### config.mk
export PLATFORM = sky130hd
export DESIGN_NAME = qsin_lookup
export DESIGN_NICKNAME = d
export VERILOG_FILES = /design/src/rtl/qsin_pkg.sv /design/src/rtl/qsin_fold.sv /design/src/rtl/qsin_rom.sv /design/src/rtl/qsin_sign.sv /design/src/rtl/qsin_lookup.sv
export SDC_FILE = /design/constraint.sdc
export NUM_CORES = 1
export LEC_CHECK = 0
export ABC_AREA = 0
export CAP_MARGIN = 20
export CORE_MARGIN = 2
export CORE_UTILIZATION = 40
export DETAILED_ROUTE_END_ITERATION = 8
export GPL_ROUTABILITY_DRIVEN = 0
export PLACE_DENSITY = 0.57
export SYNTH_ARGS = -nofsm -noshare
export SYNTH_HDL_FRONTEND = slang
export SYNTH_SLANG_ARGS = --single-unit
### constraint.sdc
create_clock -name clk -period 4.4 [get_ports clk]
set_clock_uncertainty 0.05 [all_clocks]
set_input_delay 0.66 -clock clk [delete_from_list [all_inputs] [get_ports clk]]
set_output_delay 0.66 -clock clk [all_outputs]
set_load 0.05 [all_outputs]
### src/rtl/qsin_pkg.sv
package qsin_pkg;

  // Magnitude of a quarter-wave entry, sampled half a step off the grid.
  // Taylor series evaluated at elaboration; error is far below one LSB.
  function automatic int unsigned qsin_mag(input int unsigned k,
                                           input int unsigned depth,
                                           input int unsigned amp);
    real x;
    real term;
    real acc;
    x    = (2.0 * k + 1.0) * 3.14159265358979323846 / (4.0 * depth);
    term = x;
    acc  = x;
    for (int n = 1; n < 12; n++) begin
      term = -term * x * x / ((2.0 * n) * (2.0 * n + 1.0));
      acc  = acc + term;
    end
    return $rtoi(amp * acc + 0.5);
  endfunction

endpackage

### src/rtl/qsin_fold.sv
module qsin_fold #(
  parameter int PHASE_W = 10,
  localparam int IDX_W  = PHASE_W - 2
) (
  input  logic [PHASE_W-1:0] phase,
  output logic [IDX_W-1:0]   rom_idx,
  output logic               negate
);
  logic [1:0] quad;

  always_comb begin
    quad    = phase[PHASE_W-1 -: 2];
    // odd quadrants fall toward zero: walk the table backwards
    rom_idx = quad[0] ? ~phase[IDX_W-1:0] : phase[IDX_W-1:0];
    // second half of the cycle is below zero
    negate  = quad[1];
  end
endmodule

### src/rtl/qsin_rom.sv
module qsin_rom #(
  parameter int IDX_W = 8,
  parameter int MAG_W = 7,
  localparam int DEPTH = 1 << IDX_W,
  localparam int AMP   = (1 << MAG_W) - 1
) (
  input  logic             clk,
  input  logic             en,
  input  logic [IDX_W-1:0] idx,
  output logic [MAG_W-1:0] mag
);
  import qsin_pkg::*;

  logic [MAG_W-1:0] tbl [DEPTH];

  for (genvar k = 0; k < DEPTH; k++) begin : g_entry
    localparam int unsigned VAL = qsin_mag(k, DEPTH, AMP);
    assign tbl[k] = MAG_W'(VAL);
  end

  always_ff @(posedge clk) begin
    if (en) mag <= tbl[idx];
  end
endmodule

### src/rtl/qsin_sign.sv
module qsin_sign #(
  parameter int MAG_W = 7,
  localparam int OUT_W = MAG_W + 1
) (
  input  logic             clk,
  input  logic             en,
  input  logic [MAG_W-1:0] mag,
  input  logic             negate,
  output logic [OUT_W-1:0] sample
);
  logic [OUT_W-1:0] ext;

  always_comb ext = {1'b0, mag};

  always_ff @(posedge clk) begin
    if (en) sample <= negate ? (~ext + OUT_W'(1)) : ext;
  end
endmodule

### src/rtl/qsin_lookup.sv
module qsin_lookup #(
  parameter int PHASE_W = 10,
  parameter int OUT_W   = 8,
  localparam int IDX_W  = PHASE_W - 2,
  localparam int MAG_W  = OUT_W - 1
) (
  input  logic               clk,
  input  logic               rst_n,
  input  logic               ph_valid,
  output logic               ph_ready,
  input  logic [PHASE_W-1:0] ph_word,
  output logic               smp_valid,
  input  logic               smp_ready,
  output logic [OUT_W-1:0]   smp_data
);
  logic             advance;
  logic [IDX_W-1:0] idx;
  logic             neg_d;
  logic             neg_q;
  logic             v1_q;
  logic             v2_q;
  logic [MAG_W-1:0] mag_q;

  // both stages shift together; a pending unconsumed sample freezes them
  always_comb advance = !v2_q || smp_ready;
  assign ph_ready = advance;

  qsin_fold #(.PHASE_W(PHASE_W)) u_fold (
    .phase   (ph_word),
    .rom_idx (idx),
    .negate  (neg_d)
  );

  qsin_rom #(.IDX_W(IDX_W), .MAG_W(MAG_W)) u_rom (
    .clk (clk),
    .en  (advance),
    .idx (idx),
    .mag (mag_q)
  );

  always_ff @(posedge clk) begin
    if (!rst_n) begin
      v1_q  <= 1'b0;
      v2_q  <= 1'b0;
      neg_q <= 1'b0;
    end else if (advance) begin
      v1_q  <= ph_valid;
      v2_q  <= v1_q;
      neg_q <= neg_d;
    end
  end

  qsin_sign #(.MAG_W(MAG_W)) u_sign (
    .clk    (clk),
    .en     (advance),
    .mag    (mag_q),
    .negate (neg_q),
    .sample (smp_data)
  );

  assign smp_valid = v2_q;
endmodule

==> flow_metrics.py, run 1 <==
metrics = {
    "final_layout": {
        "antennaDiodeCount": 0,
        "syn_to_final_growth_pct": 11.0,
        "multiInputGateArea_um2": 2160,
        "design_area_um2": 3220,
        "layout-drive-gt1-share_pct": 7.18,
        "final_nets": 446,
        "fillers": 744,
        "seq_area_um2": 510,
        "final_util_pct": 45.1,
    },
    "critical_path": {
        "path_cells": "clkdlybuf4s50_1, xor2_1, inv_1, ha_1, ha_1, o21ai_0, nand3_1, o31a_1, o21a_1, a211oi_1, o32ai_1",
        "critical_path_class": "primary input to flop",
        "cp_num_buf_inv": 2,
        "slowest_stage": "clkdlybuf4s50_1",
        "timing.rr.end": "u_sign.sample[7]",
        "r2r.worst_path.cells": 3,
        "critPathMaxStageDelay_ps": 610,
        "critPathTopFamily": "compound AO/OA/AOI/OAI gates",
        "worstPathArrival_ps": 3640,
        "path_max_fanout": 11,
        "crit_path_start": "ph_word[0]",
        "reg2reg_from": "u_rom.mag[4]",
        "cp-start-kind": "primary input",
        "end_kind": "flop",
        "required_ps": 4340,
        "r2r_slack_ps": 3010,
        "cp_common_cell": "ha_1",
    },
    "sta": {
        "setup_ws_ps": 695,
        "clock.fmax_mhz": 270,
        "rsz0062_at_grt": "no",
        "period_minus_slack_ps": 3710,
        "hold_viol": 0,
        "setup_violations": 0,
        "fin_setup_tns_ps": 0,
        "final_max_slew_viol_count": 0,
        "relSlewSlack_pct": 48.3,
        "worstMarginPinSlew_ps": 773,
        "final.period_utilization_pct": 84.2,
    },
    "synthesis": {
        "yosys_register_bits": 18,
        "synth_cells": 415,
        "synth.net_count": 442,
        "yosysUniqueCellTypes": 60,
        "yosysWarningCount": 0,
        "ys.flop_type": "edfxtp_1",
        "syn-cell-area_um2": 2900,
        "syn_area_per_cell_um2": 6.99,
        "seq_area_frac_synth_pct": 17.6,
        "postSynth.asyncResetShare_pct": 0,
        "synth_edf_count": 15,
    },
    "drt": {
        "drc": 0,
        "dr.pass1.iters": 5,
        "drt-met1-wl_um": 3810,
        "wl_met3_um": 960,
        "via_per_inst": 6.48,
        "dr_wl_met2_um": 4330,
        "vias": 3349,
        "highest_layer": "met4",
        "ant_nets": 0,
        "drt_iter0_markers": 483,
        "routed_wl_um": 9600,
        "wire_per_inst_um": 18.6,
    },
    "floorplanning": {
        "die_y_um": 89.2,
        "ios": 24,
        "die_x_um": 89.2,
        "start_util_pct": 40.6,
        "coreArea_um2": 7140,
        "dieArea_um2": 7950,
        "fp-row-count": 31,
    },
    "power_and_ir_drop": {
        "p_int_w": 0.000472,
        "p_clk_share_pct": 15.7,
        "power_frac_comb_pct": 55.6,
        "seqPwrFrac_pct": 28.7,
        "ir_drop_v": 0.000108,
        "switchingPower_w": 0.000374,
        "p_per_area_nw_per_um2": 263,
        "p_sw_share_pct": 44.2,
        "power_leakage_nw": 1.17,
    },
    "grt": {
        "grt_use_total_pct": 24.5,
        "grt_overflow": 0,
        "grt_pass1_wl_um": 15200,
        "antenna_found_initial": 0,
        "grt_max_degree": 52,
        "first_global_vias": 2934,
    },
    "cts": {
        "numCtsBuffers": 3,
        "htreeDepth": 1,
        "cts-root-buf": "clkbuf_8",
        "cts_tree": "done",
        "clkTransAtPathRegs_ps": 60,
        "cts_buffer_depth": 2,
        "ctsResizeCount": 0,
        "hold_buffers": 0,
        "post_cts_buffers": 0,
        "numClockSinks": 18,
        "clk_latency_ps": 250,
    },
    "min_path": {
        "min_from": "v1_q",
        "hold_depth": 2,
        "hp-class": "flop to flop",
        "min_to": "smp_valid",
    },
    "placed_design": {
        "numPortBuffers": 23,
        "place_hpwl_um": 6930,
        "dpl_worst_slack_ps": 509,
        "placed_area_um2": 3170,
    },
    "status": {
        "status": "finished clean",
    },
    "flow_run": {
        "maxCapViolCount": 0,
    },
}
-- worst reg2reg max path: cells and delay by family (launching register included) --
family | cells | cell delay, ps
AND/OR/NAND/NOR | 2 | 440
flip-flops | 1 | 410
AO/OA/AOI/OAI | 1 | 250
-- synth_stat cells (4+ instances only) --
master,count,area [um2]
or2_2,4,25.0
nand3_1,13,65.1
clkbuf_1,12,45.0
inv_1,13,48.8
a211oi_1,8,60.1
xnor2_1,12,105
o211ai_1,8,60.1
o31ai_1,4,30.0
buf_2,18,90.1
edfxtp_1,15,450
a31oi_1,15,93.8
ha_1,13,163
a21oi_1,39,195
nor2_1,35,131
o22ai_1,14,87.6
o21ai_0,25,125
mux2i_1,5,50.1
nor2b_1,7,43.8
nand2b_1,25,156
xor2_1,4,35.0
and2_1,4,25.0
nand3b_1,4,30.0
nor3_1,13,65.1
nand2_1,36,135
-- worst max path at each step --
stage,end,cells past startpoint
floorplan,u_rom.mag[4],14
global placement,u_rom.mag[3],11
detailed placement,u_rom.mag[3],11
CTS,u_rom.mag[3],11
global route,u_rom.mag[3],11
finish,u_rom.mag[3],11
-- cells in the final DEF, fill, tap and decap left out, drive strengths merged, types with 5 or more instances in the layout --
| master | instances |
|---|---|
| ha | 13 |
| edfxtp | 15 |
| inv | 15 |
| clkdlybuf4s50 | 21 |
| nor2b | 7 |
| mux2i | 5 |
| o211ai | 8 |
| a31oi | 15 |
| nand2 | 36 |
| nor2 | 35 |
| nand3 | 13 |
| a211oi | 8 |
| xnor2 | 14 |
| o22ai | 14 |
| buf | 14 |
| o21ai | 29 |
| a21oi | 39 |
| nor3 | 13 |
| nand2b | 25 |
-- logic make-up after synthesis --
family | after synthesis | share of synthesized area [%]
multiplexers | 6 | 2.11
flip-flops | 18 | 17.6
AO/OA/AOI/OAI | 155 | 34.5
AND/OR/NAND/NOR | 154 | 26.5
adder cells (fa/ha/maj) | 13 | 5.61
buffers and inverters | 51 | 7.77
XOR/XNOR | 18 | 5.95
-- state kept, by name (all words and copies together) (netlist names) --
name           flops
neg_q              1
smp_valid          1
u_rom.mag          7
u_sign.sample      8
v1_q               1
-- metrics by stage --
step / total power (W) / hold WS (ps) / instances
final: 0.000846 / 422 / 517
after global routing: 0.000894 / 456 / 517
after CTS: 0.000839 / 430 / 517
after detailed placement: 0.000704 / 419 / 513
after global placement: 0.000705 / 395 / 513
after floorplan: 0.000575 / 384 / 415
-- metal layers --
layer / vias to the layer above / global-route usage, %
met1: 1502 / 31.7
met3: 53 / 2.68
met4: 0 / 14.5
met5: - / 0
met2: 248 / 39.2
li1: 1546 / -
-- final cells by class --
cell class | count | share of cell area [%]
multi-input cells | 346 | 67.2
repair buffers | 35 | 9.63
flip-flops and latches | 18 | 15.9
well taps | 99 | 3.85
inverters | 15 | 1.75
clock buffers | 4 | 1.71
-- power by group through the flow --
stage / logic [W] / registers, W / clock network [W]
2_1_floorplan: 0.000266 / 0.000309 / 0
3_3_place_gp: 0.000459 / 0.000246 / 0
3_5_place_dp: 0.000457 / 0.000247 / 0
4_1_cts: 0.000458 / 0.000243 / 0.000137
5_1_grt: 0.000503 / 0.000246 / 0.000145
6_report: 0.000470 / 0.000243 / 0.000132
(Power assumes the default switching activity.)
==> inputs of run 2 (changes only) <==
Clock period 4.4 ns to 3.5 ns, I/O delays scaled along.
==> run 2 against run 1 <==
  * Clock power grew 23%
  * Combinational power rose by 28%
  * Routed wire length down 0.89%
  * First-iteration DRC count stayed put
  * Global-route usage shrank 0.34 points
==> flow_metrics.py, run 2 (synthesis results as in run 1) <==
metrics = {
    "status": {
        "status": "finished clean",
    },
    "cts": {
        "cts_buffer_depth": 2,
        "numCtsBuffers": 3,
        "htreeDepth": 1,
        "ctsResizeCount": 0,
        "post_cts_buffers": 0,
        "numClockSinks": 18,
        "cts-root-buf": "clkbuf_8",
        "clkTransAtPathRegs_ps": 60,
        "clk_latency_ps": 250,
        "cts_tree": "done",
        "hold_buffers": 0,
    },
    "final_layout": {
        "layout_common_cells": "a21oi_1, nand2_1, nor2_1",
        "final_util_pct": 46.1,
        "multiInputGateArea_um2": 2160,
        "syn_to_final_growth_pct": 13.4,
        "antennaDiodeCount": 0,
        "fillers": 742,
        "final_nets": 455,
        "layout-drive-gt1-share_pct": 9.13,
        "final_common_cell": "a21oi_1",
        "largest_reg_flops": 8,
        "design_area_um2": 3290,
        "top_register": "u_sign.sample",
        "seq_area_um2": 510,
        "top_regs": "u_sign.sample (8), u_rom.mag (7)",
    },
    "grt": {
        "antenna_found_initial": 0,
        "grt_pass1_wl_um": 15000,
        "grt_overflow": 0,
        "grt_max_degree": 52,
        "grt_use_total_pct": 24.1,
        "first_global_vias": 2860,
    },
    "drt": {
        "routed_wl_um": 9520,
        "ant_nets": 0,
        "wire_per_inst_um": 18.1,
        "vias": 3283,
        "via_per_inst": 6.24,
        "drc": 0,
        "dr.pass1.iters": 5,
        "drt_iter0_markers": 483,
    },
    "sta": {
        "fin_setup_tns_ps": 0,
        "final_max_slew_viol_count": 0,
        "relSlewSlack_pct": 45.2,
        "clock.fmax_mhz": 325,
        "worstMarginPinSlew_ps": 816,
        "setup_ws_ps": 425,
        "final.period_utilization_pct": 87.9,
        "setup_violations": 0,
        "rsz0062_at_grt": "no",
        "hold_viol": 0,
        "period_minus_slack_ps": 3080,
    },
    "critical_path": {
        "r2r.worst_path.cells": 3,
        "reg2reg_from": "u_rom.mag[4]",
        "end_kind": "flop",
        "cp-start-kind": "primary input",
        "critical_path_class": "primary input to flop",
        "timing.rr.end": "u_sign.sample[7]",
        "required_ps": 3440,
        "worstPathArrival_ps": 3020,
        "r2r_slack_ps": 2110,
        "path_max_fanout": 10,
    },
    "power_and_ir_drop": {
        "power_frac_comb_pct": 56.3,
        "seqPwrFrac_pct": 28.5,
        "p_per_area_nw_per_um2": 326,
        "switchingPower_w": 0.000466,
        "p_clk_share_pct": 15.2,
        "ir_drop_v": 0.000168,
        "power_leakage_nw": 1.22,
        "p_int_w": 0.000604,
        "p_sw_share_pct": 43.5,
    },
    "floorplanning": {
        "die_x_um": 89.2,
        "start_util_pct": 40.6,
        "ios": 24,
        "dieArea_um2": 7950,
        "die_y_um": 89.2,
        "coreArea_um2": 7140,
        "fp-row-count": 31,
    },
    "min_path": {
        "hold_depth": 2,
        "min_to": "smp_valid",
        "min_from": "v1_q",
        "hp-class": "flop to flop",
    },
    "placed_design": {
        "place_hpwl_um": 7060,
        "dpl_worst_slack_ps": 237,
        "numPortBuffers": 23,
        "placed_area_um2": 3230,
    },
    "flow_run": {
        "maxCapViolCount": 0,
    },
}
[run 2: cell count changes in the layout (fill, tap and decap cells not counted), sizes merged]
cell	delta
buf	+9
[run 2: final cells by class]
type | count | share of cell area (%)
Inverter | 15 | 1.71
Clock buffer | 4 | 1.67
Timing Repair Buffer | 44 | 11.5
Sequential cell | 18 | 15.5
Multi-Input combinational cell | 346 | 65.8
Tap cell | 99 | 3.77
[run 2: worst max path at each step]
stage          startpoint            to  slack, ps  cells after the start
6_report       ph_word[0]  u_rom.mag[3]        420                     12
5_1_grt        ph_word[0]  u_rom.mag[3]        290                     12
4_1_cts        ph_word[0]  u_rom.mag[3]        480                     12
3_5_place_dp   ph_word[0]  u_rom.mag[3]        240                     12
3_3_place_gp   ph_word[0]  u_rom.mag[4]        240                     11
2_1_floorplan  ph_word[8]  u_rom.mag[4]        280                     14
[run 2: power groups by stage]
stage / Sequential, W / Combinational, W / Clock, W
detailed placement: 0.000310 / 0.000588 / 0
floorplan: 0.000388 / 0.000335 / 0
CTS: 0.000305 / 0.000589 / 0.000169
global placement: 0.000310 / 0.000590 / 0
finish: 0.000305 / 0.000603 / 0.000163
global route: 0.000310 / 0.000652 / 0.000179
[run 2: worst max-delay path, stage by stage]
cell,delay (ps)
clkdlybuf4s50_1,570
xor2_1,210
inv_1,140
ha_1,220
buf_4,180
ha_1,230
o21ai_0,160
nand3_1,90
o31a_1,150
o21a_1,190
a211oi_1,230
o32ai_1,120
[run 2: per-layer routing]
metal / global-route usage, % / share of wire, % / up-vias
li1: - / - / 1559
met1: 33.2 / 43 / 1500
met2: 38.0 / 45 / 187
met3: 2.86 / 7.8 / 37
met4: 10.6 / 4.1 / 0
met5: 0 / 0 / -
[run 2: per-stage QoR]
| step | cells | total power, W | hold WS, ps |
|---|---|---|---|
| floorplan | 415 | 0.000723 | 384 |
| global placement | 522 | 0.000899 | 393 |
| detailed placement | 522 | 0.000897 | 406 |
| CTS | 526 | 0.00106 | 420 |
| global route | 526 | 0.00114 | 470 |
| finish | 526 | 0.00107 | 419 |
